$ cat config.mk
export PLATFORM = sky130hd
export DESIGN_NAME = pd_sequencer
export DESIGN_NICKNAME = d
export VERILOG_FILES = /design/src/rtl/pd_seq_pkg.sv /design/src/rtl/pd_func_latch.sv /design/src/rtl/pd_state_ctl.sv /design/src/rtl/pd_out_drv.sv /design/src/rtl/pd_sequencer.sv
export SDC_FILE = /design/constraint.sdc
export NUM_CORES = 1
export LEC_CHECK = 0
export BUFFER_PORTS_ARGS = -buffer_cell sky130_fd_sc_hd__buf_2
export CORE_UTILIZATION = 25
export CTS_CLUSTER_SIZE = 20
export DETAILED_ROUTE_END_ITERATION = 7
export GPL_ROUTABILITY_DRIVEN = 0
export PLACE_DENSITY = 0.53
export SLEW_MARGIN = 20
export SYNTH_ARGS = -nofsm -noshare
export SYNTH_HDL_FRONTEND = slang
export SYNTH_HIERARCHICAL = 1
export SYNTH_SLANG_ARGS = --single-unit
$ cat constraint.sdc
create_clock -name clk -period 2.55 [get_ports clk]
set_clock_uncertainty 0.1 [all_clocks]
set_input_delay 0.3825 -clock clk [delete_from_list [all_inputs] [get_ports clk]]
set_output_delay 0.3825 -clock clk [all_outputs]
set_load 0.1 [all_outputs]
$ cat src/rtl/pd_seq_pkg.sv
package pd_seq_pkg;
    localparam int WORD_W    = 24;
    localparam int ADDR_W    = 2;
    localparam logic [ADDR_W-1:0] FUNC_ADDR = 2'b11;
    localparam int PDREQ_POS = 3;
    localparam int MODE_POS  = 21;
    localparam int CRST_POS  = 2;

    typedef enum logic [1:0] {
        PD_RUN   = 2'b00,
        PD_ARMED = 2'b01,
        PD_DOWN  = 2'b10
    } pd_state_e;

    typedef struct packed {
        logic req;
        logic sync_mode;
        logic cnt_rst;
    } func_bits_t;
endpackage

$ cat src/rtl/pd_func_latch.sv
module pd_func_latch
    import pd_seq_pkg::*;
#(
    parameter int W = WORD_W
) (
    input  logic         clk,
    input  logic         rst_n,
    input  logic         load,
    input  logic [W-1:0] word,
    output logic [W-1:0] word_q_o,
    output func_bits_t   bits_q_o,
    output func_bits_t   bits_nx_o
);
    typedef struct packed {
        logic [W-1:0] word;
    } latch_t;

    latch_t s_d, s_q;
    logic   hit;

    always_comb begin
        s_d = s_q;
        hit = load && (word[ADDR_W-1:0] == FUNC_ADDR);
        if (hit) s_d.word = word;
    end

    always_ff @(posedge clk or negedge rst_n) begin
        if (!rst_n) s_q <= '0;
        else        s_q <= s_d;
    end

    assign word_q_o            = s_q.word;
    assign bits_q_o.req        = s_q.word[PDREQ_POS];
    assign bits_q_o.sync_mode  = s_q.word[MODE_POS];
    assign bits_q_o.cnt_rst    = s_q.word[CRST_POS];
    assign bits_nx_o.req       = s_d.word[PDREQ_POS];
    assign bits_nx_o.sync_mode = s_d.word[MODE_POS];
    assign bits_nx_o.cnt_rst   = s_d.word[CRST_POS];


    store_on_load_chk: assert property (@(posedge clk) disable iff (!rst_n)
        (load && word[ADDR_W-1:0] == FUNC_ADDR) |=> (word_q_o == $past(word)));


    other_addr_kept_chk: assert property (@(posedge clk) disable iff (!rst_n)
        (!load || word[ADDR_W-1:0] != FUNC_ADDR) |=> $stable(word_q_o));
endmodule

$ cat src/rtl/pd_state_ctl.sv
module pd_state_ctl
    import pd_seq_pkg::*;
(
    input  logic       clk,
    input  logic       rst_n,
    input  func_bits_t bits_nx,
    input  logic       pump_evt,
    output logic       armed_o,
    output logic       down_o
);
    typedef struct packed {
        pd_state_e st;
    } ctl_t;

    ctl_t s_d, s_q;

    always_comb begin
        s_d = s_q;
        if (!bits_nx.req) begin
            s_d.st = PD_RUN;
        end else if (!bits_nx.sync_mode) begin
            s_d.st = PD_DOWN;
        end else if (s_q.st == PD_DOWN || pump_evt) begin
            s_d.st = PD_DOWN;
        end else begin
            s_d.st = PD_ARMED;
        end
    end

    always_ff @(posedge clk or negedge rst_n) begin
        if (!rst_n) s_q <= '{st: PD_RUN};
        else        s_q <= s_d;
    end

    assign armed_o = (s_q.st == PD_ARMED);
    assign down_o  = (s_q.st == PD_DOWN);


    armed_excl_chk: assert property (@(posedge clk) disable iff (!rst_n)
        !(armed_o && down_o));


    cancel_release_chk: assert property (@(posedge clk) disable iff (!rst_n)
        (!bits_nx.req) |=> (!armed_o && !down_o));
endmodule

$ cat src/rtl/pd_out_drv.sv
module pd_out_drv
    import pd_seq_pkg::*;
#(
    parameter int N_CNT = 3
) (
    input  logic             chip_en,
    input  logic             prog_down,
    input  func_bits_t       bits_q,
    output logic             pd_o,
    output logic [N_CNT-1:0] hold_o,
    output logic             tri_o,
    output logic             det_rst_o,
    output logic             rf_en_o,
    output logic             ref_en_o
);
    localparam int TMO_IDX = N_CNT - 1;

    logic pd_c;

    always_comb begin
        pd_c      = !chip_en || prog_down;
        tri_o     = pd_c;
        det_rst_o = pd_c;
        rf_en_o   = !pd_c;
        ref_en_o  = !pd_c;
    end

    for (genvar i = 0; i < N_CNT; i++) begin : g_hold
        if (i == TMO_IDX) begin : g_tmo
            assign hold_o[i] = pd_c;
        end else begin : g_div
            assign hold_o[i] = pd_c || bits_q.cnt_rst;
        end
    end

    assign pd_o = pd_c;
endmodule

$ cat src/rtl/pd_sequencer.sv
module pd_sequencer
    import pd_seq_pkg::*;
#(
    parameter int W = WORD_W
) (
    input  logic         clk,
    input  logic         rst_n,
    input  logic         chip_en,
    input  logic         prog_load,
    input  logic [W-1:0] prog_word,
    input  logic         pump_evt,
    output logic [W-1:0] fl_word,
    output logic         powered_down,
    output logic         pd_armed,
    output logic         ref_cnt_hold,
    output logic         fb_cnt_hold,
    output logic         tmo_cnt_hold,
    output logic         pump_tristate,
    output logic         clkdet_rst,
    output logic         rf_buf_en,
    output logic         ref_buf_en
);
    localparam int N_CNT = 3;

    func_bits_t       bits_q, bits_nx;
    logic             prog_down;
    logic [N_CNT-1:0] holds;

    pd_func_latch #(.W(W)) u_latch (
        .clk(clk), .rst_n(rst_n), .load(prog_load), .word(prog_word),
        .word_q_o(fl_word), .bits_q_o(bits_q), .bits_nx_o(bits_nx)
    );

    pd_state_ctl u_ctl (
        .clk(clk), .rst_n(rst_n), .bits_nx(bits_nx), .pump_evt(pump_evt),
        .armed_o(pd_armed), .down_o(prog_down)
    );

    pd_out_drv #(.N_CNT(N_CNT)) u_drv (
        .chip_en(chip_en), .prog_down(prog_down), .bits_q(bits_q),
        .pd_o(powered_down), .hold_o(holds), .tri_o(pump_tristate),
        .det_rst_o(clkdet_rst), .rf_en_o(rf_buf_en), .ref_en_o(ref_buf_en)
    );

    assign ref_cnt_hold = holds[0];
    assign fb_cnt_hold  = holds[1];
    assign tmo_cnt_hold = holds[2];


    pin_override_chk: assert property (@(posedge clk) disable iff (!rst_n)
        !chip_en |-> (pump_tristate && clkdet_rst && tmo_cnt_hold && !rf_buf_en && !ref_buf_en));


    async_pd_chk: assert property (@(posedge clk) disable iff (!rst_n)
        (prog_load && prog_word[1:0] == FUNC_ADDR && prog_word[PDREQ_POS] && !prog_word[MODE_POS])
        |=> powered_down);


    pump_fires_chk: assert property (@(posedge clk) disable iff (!rst_n)
        (pd_armed && pump_evt && !prog_load) |=> powered_down);


    armed_waits_chk: assert property (@(posedge clk) disable iff (!rst_n)
        (pd_armed && !pump_evt && !prog_load) |=> (pd_armed && (!powered_down || !chip_en)));


    pd_holds_chk: assert property (@(posedge clk) disable iff (!rst_n)
        powered_down |-> (ref_cnt_hold && fb_cnt_hold && tmo_cnt_hold && pump_tristate));


    release_chk: assert property (@(posedge clk) disable iff (!rst_n)
        (chip_en && !fl_word[PDREQ_POS]) |-> (!powered_down && rf_buf_en && !tmo_cnt_hold));
endmodule

After elaboration in Yosys (flattened, before gate mapping)
Cells that the tools add are included.
{ "classes": {"n_addsub": 0, "mul": 0, "n_div": 0, "n_lt_le_gt_ge": 0, "n_eq_ne": 3, "shifts": 0, "muxes": 4, "n_bitwise": 0, "n_reduce_logical": 6} }
{ "op_table": {"columns": ["cell", "count"], "rows": [
  ["2-to-1 mux 22 bit", 1],
  ["2-to-1 mux 2 bit", 3],
  ["equality test 2 bit (second input constant)", 2],
  ["logical OR 1 bit", 3],
  ["equality test 2 x 1 -> 1 bit (second input constant)", 1],
  ["logical NOT 1 bit", 2],
  ["logical AND 1 bit", 1]
]} }
{ "word_totals": {"ff_bits": 26, "latchBits": 0, "mem_bits_rw": 0, "rom_bits": 0, "elab_cells": 16, "memories": 0} }

Depth between registers and ports, before layout
Gate-level depths: netlist of run 1.
{ "logic_depth": {"depth_word": 5, "mapped_depth": 5, "depth_no_buf": 4} }

Hierarchy
The synthesis of run 1 kept the hierarchy.
{ "by_module_without_submodules": {"columns": ["module", "instances", "cells_per_inst", "area_per_inst_um2", "seq_area_each_um2"], "rows": [
  ["pd_func_latch", 1, 54, 991.0, 600.6],
  ["pd_state_ctl", 1, 7, 108.9, 50.0],
  ["pd_out_drv", 1, 8, 63.8, 0.0]
]} }

Worst setup path after synthesis of run 1
No wires, ideal clock.
{ "synth_path": {"kind": "reg-to-output", "from": "register u_ctl/s_q[0] (netlist bit)", "to": "output port fb_cnt_hold", "arrival_ns": 1.709, "path_slack_ns": 0.359, "stages_incl_launch_ff": 4, "n_path_buf": 1, "path_cell_list": "dfrtp_1 > nor2b_4 > or3b_1 > buf_4"} }
{ "synth_between": {"elab_chain_len": 3} }
{ "synth_rtl": {"columns": ["item", "line", "source"], "rows": [
  ["from (decl)", "pd_state_ctl.sv:15", "ctl_t s_d, s_q;"],
  ["from (signal assigned)", "pd_state_ctl.sv:31", "if (!rst_n) s_q <= '{st: PD_RUN};"],
  ["equality test 2 bit", "pd_state_ctl.sv:36", "assign down_o = (s_q.st == PD_DOWN);"],
  ["net prog_down", "pd_sequencer.sv:26", "logic prog_down;"],
  ["logical OR 1 bit", "pd_out_drv.sv:21", "pd_c = !chip_en || prog_down;"],
  ["logical OR 1 bit", null, null],
  ["to (decl)", "pd_sequencer.sv:16", "output logic fb_cnt_hold,"]
]} }
The timed path passes the listed nets, and every way through them passes these cells.

Worst setup path in the final report of run 1
{ "layout_path": {"from": "register u_ctl/s_q[1] (netlist bit)", "to": "output port fb_cnt_hold"} }
{ "layout_between": {"elab_chain_len": 3} }
{ "layout_rtl": {"columns": ["item", "line", "source"], "rows": [
  ["equality test 2 bit", "pd_state_ctl.sv:36", null],
  ["net prog_down", "pd_sequencer.sv:26", null],
  ["logical OR 1 bit", "pd_out_drv.sv:21", null],
  ["logical OR 1 bit", "pd_out_drv.sv:32", "assign hold_o[i] = pd_c || bits_q.cnt_rst;"]
]} }
The timed path passes the listed nets, and every way through them passes these cells.

==> results of run 1 <==
-- critical path, cell delays in order, from the launching register on --
cell and delay [ns]:
dfrtp_1 0.39, nor2b_4 0.15, or3b_1 0.37, buf_2 0.30
-- cell usage after synthesis --
library cell,count
mux2_2,4
or3b_1,1
dfrtp_1,26
buf_6,2
inv_1,1
mux2_4,18
or2b_2,1
o31a_1,1
nand3_4,1
nor4b_4,1
and2b_2,2
nand2b_1,2
nor2b_4,1
buf_4,8
-- per-stage QoR --
step	utilization	worst slack, ns
finish	0.3467	0.5853
global route	0.3467	0.5256
CTS	0.3467	0.5636
detailed placement	0.3305	0.8809
global placement	0.3305	0.9018
floorplan	-	0.3589
-- worst max-delay path by stage --
stage	startpoint	slack [ns]	to	cells past startpoint
final	u_ctl/s_q[1]	0.59	fb_cnt_hold	3
after floorplan	u_ctl/s_q[0]	0.36	fb_cnt_hold	3
after detailed placement	u_ctl/s_q[1]	0.88	fb_cnt_hold	3
after global placement	u_ctl/s_q[1]	0.90	fb_cnt_hold	3
after CTS	u_ctl/s_q[1]	0.56	fb_cnt_hold	3
after global routing	u_ctl/s_q[1]	0.53	fb_cnt_hold	3
-- power groups by stage --
stage / Combinational [uW] / Clock, uW / Sequential [uW]
final: 917 / 338 / 521
after global routing: 940 / 378 / 532
after CTS: 923 / 358 / 522
after detailed placement: 921 / 0 / 529
after global placement: 915 / 0 / 526
after floorplan: 391 / 0 / 950
-- cells in the final DEF (no fill, tap or decap) --
master / synthesis / routed
clkbuf_8: 0 / 3
inv_1: 1 / 1
nand2b_1: 2 / 2
mux2_4: 18 / 18
mux2_2: 4 / 4
nor2b_4: 1 / 1
or3b_1: 1 / 1
bufinv_16: 0 / 1
o31a_1: 1 / 1
buf_2: 0 / 61
nor4b_4: 1 / 1
and2b_2: 2 / 2
nand3_4: 1 / 1
buf_4: 8 / 1
dfrtp_1: 26 / 26
or2b_2: 1 / 1
-- cell type report --
type,instances,area (um2),area share
flip-flops and latches,26,650.6,0.4252
clock inverters,1,30.03,0.01962
inverters,1,3.754,0.002453
clock buffers,3,41.29,0.02698
multi-input cells,32,426.7,0.2788
well taps,52,65.06,0.04252
repair buffers,62,312.8,0.2044
-- cells by family after synthesis --
logic type | after synthesis
multiplexers | 22
AND/OR/NAND/NOR | 9
buffers and inverters | 11
AO/OA/AOI/OAI | 1
flip-flops | 26
-- per-layer routing --
| layer | GRT usage | vias up | wire length [um] | part of all wire |
|---|---|---|---|---|
| met1 | 0.1120 | 353 | 911 | 0.41 |
| met5 | 0 | - | 0 | 0 |
| li1 | - | 339 | - | - |
| met3 | 0.02020 | 2 | 115 | 0.051 |
| met2 | 0.1683 | 32 | 1196 | 0.53 |
| met4 | 0.04000 | 0 | 21 | 0.0094 |
-- sequential cells by signal, summed over array words and instances, names as in the netlist --
| signal | flops |
|---|---|
| u_ctl/s_q | 2 |
| u_latch/word_q_o | 24 |
==> out/summary.json, run 1 <==
{
  "status": {"value": "complete, no violations"},
  "timing.final.max_slew_violations": {"value": 0},
  "design_power_total": {"value": 1776, "unit": "uW"},
  "fin_crit": {"value": 1.965, "unit": "ns"},
  "post_cts_buffers": {"value": 0},
  "buffer_ports.inserted": {"value": 61},
  "post_synth_fa_ha_maj_area_fraction": {"value": 0},
  "finish.net_count": {"value": 155},
  "vdd_ir_drop_max": {"value": 0.3490, "unit": "mV"},
  "switching_share": {"value": 0.5113},
  "initial_utilization": {"value": 0.2636},
  "clk_pin_slew_worst_paths": {"value": 0.09, "unit": "ns"},
  "cp-end-kind": {"value": "primary output"},
  "syn-instance-count": {"value": 69},
  "detail-route-antenna-nets": {"value": 0},
  "fin_area": {"value": 0.001530, "unit": "mm2"},
  "layout-drive-gt1-share": {"value": 0.7520},
  "max-cap-violations": {"value": 0},
  "static-leakage-power": {"value": 0.0008099, "unit": "uW"},
  "vias": {"value": 726},
  "grt_remaining_overflow": {"value": 0},
  "start_kind": {"value": "register"},
  "fp.dieH": {"value": 70.23, "unit": "um"},
  "share_seq_of_total_power": {"value": 0.293},
  "power_frac_comb": {"value": 0.516},
  "top_level_ports": {"value": 62},
  "hold_ws": {"value": 0.01175, "unit": "ns"},
  "worstSetupPathType": {"value": "reg -> out"},
  "row_count": {"value": 24},
  "seq_area_frac_synth": {"value": 0.5591},
  "tritoncts": {"value": "yes"},
  "cp_data_arrival_time": {"value": 1.48, "unit": "ns"},
  "post_cts.resized_instances": {"value": 0},
  "synthMuxAreaShare": {"value": 0.2710},
  "avgViaCountPerCell": {"value": 4.102},
  "post_synth_and_or_nand_nor_area_fraction": {"value": 0.08817},
  "unrepaired_setup_endpoints_after_global_routing": {"value": "false"},
  "post_layout_nonfiller_instances": {"value": 177},
  "path_max_fanout": {"value": 5},
  "post-synth-top-area-cell": {"value": "dfrtp_1"},
  "synthXorXnorAreaFrac": {"value": 0},
  "syn-num-nets": {"value": 98},
  "filler_cell_count": {"value": 449},
  "yosys.area.top_type_share": {"value": 0.5591},
  "netlist_top_cells_area": {"value": "dfrtp_1, mux2_4, buf_4, mux2_2, nor4b_4"},
  "antenna_violations_before_repair": {"value": 0},
  "internal-power": {"value": 868.0, "unit": "uW"},
  "clk-insertion-delay-late": {"value": 0.26, "unit": "ns"},
  "postCtsHoldBufs": {"value": 0},
  "number_of_drc_violations_after_detailed_routing": {"value": 0},
  "post_synth_instance_area": {"value": 0.001164, "unit": "mm2"},
  "core": {"value": 0.004414, "unit": "mm2"},
  "tritoncts.num_buffers": {"value": 3},
  "via_count_of_the_first_global_routing_pass": {"value": 796},
  "power_per_cell_area": {"value": 1161, "unit": "mW/mm2"},
  "drt-initial-drc-count": {"value": 11},
  "synth_cell_types": {"value": 14},
  "ys.warnings.count": {"value": 6},
  "clkSinkCount": {"value": 26},
  "cts_buffer_depth": {"value": 2},
  "layout_worst_path_cycle_share": {"value": 0.7705},
  "fin_tns_setup": {"value": 0, "unit": "ns"},
  "grt_pass1_wl": {"value": 3.739, "unit": "mm"},
  "path_category_of_the_worst_min_delay_check": {"value": "in -> async"},
  "p_clk_frac": {"value": 0.190},
  "die_width": {"value": 70.23, "unit": "um"},
  "placedCellCount": {"value": 173},
  "antenna_cells_inserted": {"value": 0},
  "rrSetupSlack": {"value": 1.48, "unit": "ns"},
  "worst_ep_required_time": {"value": 2.07, "unit": "ns"},
  "crit-reg2reg-launch": {"value": "u_latch/word_q_o[21]"},
  "overall_global_routing_usage": {"value": 0.09585},
  "fmax": {"value": 509.0, "unit": "MHz"},
  "finish_stage_setup_viols": {"value": 0},
  "power_switching": {"value": 908.1, "unit": "uW"},
  "post-dp-hpwl": {"value": 1.662, "unit": "mm"},
  "relSlewSlack": {"value": 0.6031},
  "h-tree-depth": {"value": 1},
  "mapped_avg_cell_area": {"value": 16.86, "unit": "um2"},
  "final-hold-violation-count": {"value": 0},
  "synth_compound_gate_area_share": {"value": 0.007527},
  "reg2reg_to": {"value": "u_ctl/s_q[1]"},
  "flow.area_growth_from_synthesis": {"value": 31.51, "unit": "%"},
  "synth_top_family_by_area": {"value": "multiplexers"},
  "post_dp_cell_area": {"value": 0.001459, "unit": "mm2"},
  "avgRoutedWirePerCell": {"value": 12.68, "unit": "um"},
  "grt_max_degree": {"value": 27},
  "die_area": {"value": 0.004932, "unit": "mm2"},
  "postRouteWirelength": {"value": 2.245, "unit": "mm"},
  "timing.reg2reg.worst_path_depth": {"value": 3},
  "root_buffer": {"value": "clkbuf_8"},
  "worst_slew_pin_slew": {"value": 0.5954, "unit": "ns"},
  "synth.ff_latch_count": {"value": 26},
  "drt_first_pass_iters": {"value": 4}
}
Note: power is estimated with default switching activity, not from simulation.
==> run 2, diff against run 1 <==
--- a/config.mk
+++ b/config.mk
@@ -5,12 +5,13 @@
 export SDC_FILE = /design/constraint.sdc
 export NUM_CORES = 1
 export LEC_CHECK = 0
+export ABC_AREA = 1
 export BUFFER_PORTS_ARGS = -buffer_cell sky130_fd_sc_hd__buf_2
 export CORE_UTILIZATION = 25
 export CTS_CLUSTER_SIZE = 20
 export DETAILED_ROUTE_END_ITERATION = 7
 export GPL_ROUTABILITY_DRIVEN = 0
-export PLACE_DENSITY = 0.53
+export PLACE_DENSITY = 0.55
 export SLEW_MARGIN = 20
 export SYNTH_ARGS = -nofsm -noshare
 export SYNTH_HDL_FRONTEND = slang
==> constraint.sdc (replaced) <==
create_clock -name clk -period 1.73 [get_ports clk]
set_clock_uncertainty 0.1 [all_clocks]
set_input_delay 0.2595 -clock clk [delete_from_list [all_inputs] [get_ports clk]]
set_output_delay 0.2595 -clock clk [all_outputs]
set_load 0.1 [all_outputs]
==> out/summary.json, run 2 <==
{
  "status": {"value": "complete, no violations"},
  "power_frac_comb": {"value": 0.518},
  "post_cts_buffers": {"value": 0},
  "syn-num-nets": {"value": 157},
  "drt-initial-drc-count": {"value": 28},
  "synth.ff_latch_count": {"value": 26},
  "mapped_avg_cell_area": {"value": 8.964, "unit": "um2"},
  "clkSinkCount": {"value": 26},
  "synth_enable_flop_cells": {"value": 0},
  "synth_flop_cell": {"value": "dfrtp_1"},
  "post_layout_nonfiller_instances": {"value": 235},
  "post-dp-hpwl": {"value": 2.160, "unit": "mm"},
  "fin_area": {"value": 0.001658, "unit": "mm2"},
  "grt_remaining_overflow": {"value": 0},
  "via_count_of_the_first_global_routing_pass": {"value": 1019},
  "critical_path.max_stage_delay": {"value": 0.40, "unit": "ns"},
  "layout_worst_path_cycle_share": {"value": 0.9437},
  "fmax": {"value": 612.5, "unit": "MHz"},
  "finish_stage_setup_viols": {"value": 0},
  "flow.area_growth_from_synthesis": {"value": 44.49, "unit": "%"},
  "placedCellCount": {"value": 230},
  "vdd_ir_drop_max": {"value": 0.6750, "unit": "mV"},
  "die_area": {"value": 0.004864, "unit": "mm2"},
  "crit_family": {"value": "flip-flops"},
  "initial_utilization": {"value": 0.2617},
  "path_category_of_the_worst_min_delay_check": {"value": "in -> reg"},
  "syn-instance-count": {"value": 128},
  "netlist_top_cells_area": {"value": "dfrtp_1, nand2_1, nand4_1, buf_4, buf_2"},
  "layout-drive-gt1-share": {"value": 0.4372},
  "post_cts.resized_instances": {"value": 0},
  "power_switching": {"value": 1220, "unit": "uW"},
  "antenna_violations_before_repair": {"value": 0},
  "overall_global_routing_usage": {"value": 0.1269},
  "tritoncts.num_buffers": {"value": 3},
  "timing.final.max_slew_violations": {"value": 0},
  "clk_pin_slew_worst_paths": {"value": 0.09, "unit": "ns"},
  "static-leakage-power": {"value": 0.0009258, "unit": "uW"},
  "post_synth_instance_area": {"value": 0.001147, "unit": "mm2"},
  "unrepaired_setup_endpoints_after_global_routing": {"value": "false"},
  "antenna_cells_inserted": {"value": 0},
  "h-tree-depth": {"value": 1},
  "fin_tns_setup": {"value": 0, "unit": "ns"},
  "synth_cell_types": {"value": 13},
  "fin_crit": {"value": 1.633, "unit": "ns"},
  "timing.critical_path.cells": {"value": "nand2_2 -> inv_1 -> inv_2 -> nand2_4 -> inv_6 -> buf_12"},
  "p_clk_frac": {"value": 0.166},
  "post_dp_cell_area": {"value": 0.001593, "unit": "mm2"},
  "finish.net_count": {"value": 213},
  "grt_max_degree": {"value": 27},
  "share_seq_of_total_power": {"value": 0.316},
  "detail-route-antenna-nets": {"value": 0},
  "number_of_drc_violations_after_detailed_routing": {"value": 0},
  "power_per_cell_area": {"value": 1417, "unit": "mW/mm2"},
  "grt_pass1_wl": {"value": 4.761, "unit": "mm"},
  "cp-end-kind": {"value": "primary output"},
  "avgViaCountPerCell": {"value": 4.379},
  "core": {"value": 0.004384, "unit": "mm2"},
  "cp_data_arrival_time": {"value": 1.27, "unit": "ns"},
  "filler_cell_count": {"value": 452},
  "tritoncts": {"value": "yes"},
  "ys.warnings.count": {"value": 6},
  "worstSetupPathType": {"value": "reg -> out"},
  "hold_ws": {"value": 0.1286, "unit": "ns"},
  "cts_buffer_depth": {"value": 2},
  "internal-power": {"value": 1129, "unit": "uW"},
  "largest_register_ff_count": {"value": 24},
  "post_synth_most_frequent_cells": {"value": "nand2_1, dfrtp_1, nand4_1"},
  "vias": {"value": 1029},
  "crit_buf_inv": {"value": 4},
  "worst_slew_pin_slew": {"value": 0.5749, "unit": "ns"},
  "max-cap-violations": {"value": 0},
  "postRouteWirelength": {"value": 2.865, "unit": "mm"},
  "row_count": {"value": 24},
  "top_level_ports": {"value": 62},
  "relSlewSlack": {"value": 0.6167},
  "avgRoutedWirePerCell": {"value": 12.19, "unit": "um"},
  "yosys.area.top_type_share": {"value": 0.5671},
  "seq_area_frac_synth": {"value": 0.5671},
  "fp.dieH": {"value": 69.75, "unit": "um"},
  "layout.cells.most_common_list": {"value": "buf_2, nand2_1, dfrtp_1, nand4_1, buf_12"},
  "drt_first_pass_iters": {"value": 4},
  "worst_ep_required_time": {"value": 1.37, "unit": "ns"},
  "die_width": {"value": 69.75, "unit": "um"},
  "buffer_ports.inserted": {"value": 61},
  "asyncSetResetFlopFracSynth": {"value": 1.000},
  "cell_with_the_largest_stage_delay_on_the_worst_path": {"value": "dfrtp_1"},
  "post-synth-top-area-cell": {"value": "dfrtp_1"},
  "synth_most_common_cell": {"value": "nand2_1"},
  "final-hold-violation-count": {"value": 0},
  "root_buffer": {"value": "clkbuf_8"},
  "start_kind": {"value": "register"},
  "switching_share": {"value": 0.5193},
  "layout.cells.most_common": {"value": "buf_2"},
  "path_max_fanout": {"value": 5},
  "clk-insertion-delay-late": {"value": 0.27, "unit": "ns"}
}
==> run 2: path summary, 6_finish.rpt <==
check                                           from  cells past startpoint              endpoint  slack, ns
worst max register to register  u_latch/word_q_o[21]                      6          u_ctl/s_q[0]       0.81
worst max-delay path                    u_ctl/s_q[1]                      6             rf_buf_en        0.1
worst min register to register   u_latch/word_q_o[0]                      2   u_latch/word_q_o[0]       0.37
max in group asynchronous                      rst_n                      2   u_latch/word_q_o[2]       0.75
worst min-delay path                   prog_word[20]                      3  u_latch/word_q_o[20]       0.13
min in group asynchronous                      rst_n                      2  u_latch/word_q_o[20]       0.41
==> run 2: logic make-up after synthesis <==
| group | count (synthesis) | share of synthesized area |
|---|---|---|
| compound gates | 1 | 0.004358 |
| flops | 26 | 0.5671 |
| simple gates | 76 | 0.3119 |
| buf+inv | 25 | 0.1167 |
==> run 2: metrics by stage <==
stage	utilization	setup WS, ns	total power [uW]
6_report	0.3781	0.09732	2349
5_1_grt	0.3781	0.02617	2454
4_1_cts	0.3781	0.07823	2383
3_5_place_dp	0.3633	0.3944	1976
3_3_place_gp	0.3633	0.4071	1974
2_1_floorplan	-	-0.09663	1725
==> run 2: what timing repair did <==
| item | in CTS | in global routing |
|---|---|---|
| hold endpoints to repair | 26 | 0 |
| setup endpoints to repair | 0 | 0 |
| hold buffers | 1 | 0 |
==> run 2: layout make-up <==
cell class	count	area, um2	share of cell area
inverter	9	38.79	0.02340
tap	52	65.06	0.03925
sequential	26	650.6	0.3925
clock buffer	4	55.05	0.03321
multi-input combinational	77	375.4	0.2264
timing repair buffer	67	473.0	0.2853
==> run 2: worst min-delay path, stage by stage <==
cell and delay [ns]:
buf_2 0.09, nand4_1 0.07, nand2_1 0.04
==> run 2: power groups by stage <==
stage / Sequential, uW / Combinational [uW] / Clock [uW]
finish: 743 / 1220 / 390
global route: 756 / 1260 / 437
CTS: 745 / 1220 / 414
detailed placement: 754 / 1220 / 0
global placement: 756 / 1220 / 0
floorplan: 1270 / 452 / 0
==> run 2: routing by layer <==
layer	GRT usage	vias up	routed length, um
met1	0.1653	449	1333
li1	-	520	-
met5	0	-	0
met2	0.1942	55	1195
met4	0.05333	0	50
met3	0.04070	5	286
==> run 3, diff against run 2 <==
==> constraint.sdc (replaced) <==
create_clock -name clk -period 1.4 [get_ports clk]
set_clock_uncertainty 0.1 [all_clocks]
set_input_delay 0.21 -clock clk [delete_from_list [all_inputs] [get_ports clk]]
set_output_delay 0.21 -clock clk [all_outputs]
set_load 0.1 [all_outputs]
==> out/summary.json, run 3 (same netlist as run 2, synthesis figures left out) <==
{
  "status": {"value": "complete, but fails checks"},
  "failing_checks": {"value": "negative setup slack"},
  "crit_family": {"value": "flip-flops"},
  "multi_input_area": {"value": 396.6, "unit": "um2"},
  "clk_pin_slew_worst_paths": {"value": 0.08, "unit": "ns"},
  "crit-reg2reg-launch": {"value": "u_latch/word_q_o[21]"},
  "number_of_drc_violations_after_detailed_routing": {"value": 0},
  "layout_worst_path_cycle_share": {"value": 1.082},
  "avgViaCountPerCell": {"value": 4.536},
  "place_ws": {"value": 0.1428, "unit": "ns"},
  "layout-drive-gt1-share": {"value": 0.4545},
  "worst_slack": {"value": -0.1147, "unit": "ns"},
  "worst_ep_required_time": {"value": 1.09, "unit": "ns"},
  "timing.critical_path.to": {"value": "rf_buf_en"},
  "max-cap-violations": {"value": 0},
  "critical_path_depth": {"value": 6},
  "filler_cell_count": {"value": 428},
  "final-hold-violation-count": {"value": 0},
  "drt_first_pass_iters": {"value": 4},
  "static-leakage-power": {"value": 0.001010, "unit": "uW"},
  "finish_stage_setup_viols": {"value": 8},
  "postRouteWirelength": {"value": 2.914, "unit": "mm"},
  "grt_pass1_wl": {"value": 4.892, "unit": "mm"},
  "fp.dieH": {"value": 69.75, "unit": "um"},
  "avgRoutedWirePerCell": {"value": 12.19, "unit": "um"},
  "post-dp-hpwl": {"value": 2.217, "unit": "mm"},
  "timing.final.max_slew_violations": {"value": 0},
  "flow.area_growth_from_synthesis": {"value": 69.25, "unit": "%"},
  "row_count": {"value": 24},
  "root_buffer": {"value": "clkbuf_8"},
  "clkSinkCount": {"value": 26},
  "grt_remaining_overflow": {"value": 0},
  "critical_path.max_stage_delay": {"value": 0.39, "unit": "ns"},
  "rrSetupSlack": {"value": 0.41, "unit": "ns"},
  "initial_utilization": {"value": 0.2617},
  "layout.cells.most_common": {"value": "nand2_1"},
  "cp-end-kind": {"value": "primary output"},
  "antenna_violations_before_repair": {"value": 0},
  "relSlewSlack": {"value": 0.6162},
  "tritoncts.num_buffers": {"value": 3},
  "fmax": {"value": 660.2, "unit": "MHz"},
  "vias": {"value": 1084},
  "overall_global_routing_usage": {"value": 0.1269},
  "worst_slew_pin_slew": {"value": 0.5756, "unit": "ns"},
  "die_width": {"value": 69.75, "unit": "um"},
  "cts_buffer_depth": {"value": 2},
  "antenna_cells_inserted": {"value": 0},
  "power_per_cell_area": {"value": 1608, "unit": "mW/mm2"},
  "grt_max_degree": {"value": 27},
  "crit_path_start": {"value": "u_ctl/s_q[1]"},
  "tritoncts": {"value": "yes"},
  "timing.critical_path.cells": {"value": "nand2_2 -> inv_2 -> inv_4 -> nand2_8 -> inv_16 -> buf_16"},
  "via_count_of_the_first_global_routing_pass": {"value": 1041},
  "core": {"value": 0.004384, "unit": "mm2"},
  "hold_ws": {"value": 0.09190, "unit": "ns"},
  "crit_buf_inv": {"value": 4},
  "ff_latch_area": {"value": 650.6, "unit": "um2"},
  "largest_register_ff_count": {"value": 24},
  "top_level_ports": {"value": 62},
  "layout.cells.most_common_list": {"value": "nand2_1, buf_2, dfrtp_1, nand4_1, buf_12"},
  "detail-route-antenna-nets": {"value": 0},
  "start_kind": {"value": "register"},
  "fin_crit": {"value": 1.515, "unit": "ns"},
  "worstSetupPathType": {"value": "reg -> out"},
  "path_max_fanout": {"value": 5},
  "unrepaired_setup_endpoints_after_global_routing": {"value": "true"},
  "timing.reg2reg.worst_path_depth": {"value": 6},
  "drt-initial-drc-count": {"value": 31},
  "h-tree-depth": {"value": 1},
  "cell_with_the_largest_stage_delay_on_the_worst_path": {"value": "dfrtp_1"},
  "cp_data_arrival_time": {"value": 1.20, "unit": "ns"},
  "vdd_ir_drop_max": {"value": 0.6474, "unit": "mV"},
  "reg2reg_to": {"value": "u_ctl/s_q[0]"},
  "finish.net_count": {"value": 218},
  "path_category_of_the_worst_min_delay_check": {"value": "in -> reg"},
  "buffer_ports.inserted": {"value": 61},
  "die_area": {"value": 0.004864, "unit": "mm2"},
  "clk-insertion-delay-late": {"value": 0.26, "unit": "ns"}
}
==> run 3: changes by cell type in the layout (fill, tap and decap cells not counted), moves of 2 or more <==
cell	change
buf_4	+5
clkbuf_4	+6
buf_12	+11
buf_16	+2
buf_2	-19
==> run 3: stage by stage <==
stage	TNS, ns	std cells	util	total power [uW]	cell area, um2
global placement	0	232	0.4181	2682	1833
detailed placement	0	232	0.4181	2694	1833
finish	-0.7148	239	0.4429	3123	1942
floorplan	-0.1877	128	-	2190	1231
CTS	-0.7972	239	0.4395	3142	1927
global route	-1.156	239	0.4429	3256	1942
==> run 3: worst min-delay path by stage <==
stage                       start  slack (ns)                   end  cells past startpoint
global placement            rst_n        0.15  u_latch/word_q_o[22]                      1
CTS                      pump_evt        0.08          u_ctl/s_q[0]                      4
global route        prog_word[20]        0.08  u_latch/word_q_o[20]                      3
detailed placement          rst_n        0.15  u_latch/word_q_o[22]                      1
finish                   pump_evt        0.09          u_ctl/s_q[0]                      4
floorplan                   rst_n       -0.19          u_ctl/s_q[0]                      0
==> run 3: final cells by class <==
type / count / area share
multi-input combinational: 77 / 0.2043
inverter: 9 / 0.02706
sequential: 26 / 0.3351
clock buffer: 3 / 0.02126
tap: 52 / 0.03351
timing repair buffer: 72 / 0.3789
==> run 3: per-layer routing <==
layer | track usage | up-vias | routed length (um)
met5 | 0 | - | 0
met4 | 0.04000 | 0 | 24
met3 | 0.04070 | 2 | 242
met2 | 0.1866 | 52 | 1271
met1 | 0.1770 | 505 | 1375
li1 | - | 525 | -
==> run 3: power by group <==
group,internal [uW],switching (uW)
sequential,858,93.7
combinational,517,1250
clock,192,212
==> run 3: repair_timing <==
action	CTS	global route
setup endpoints to repair	8	15
buffers inserted	3	0
gates resized for setup	3	6
hold buffers	1	0
endpoints found under the hold margin	26	0
pin swaps	2	1
==> run 3: worst reg2reg max path, cell delays in order, from the launching register on <==
cell and delay, ns:
dfrtp_1 0.40, nand2_1 0.07, nand2_1 0.08, inv_1 0.06, nor2_2 0.09, nand2_1 0.07
nor2_2 0.07
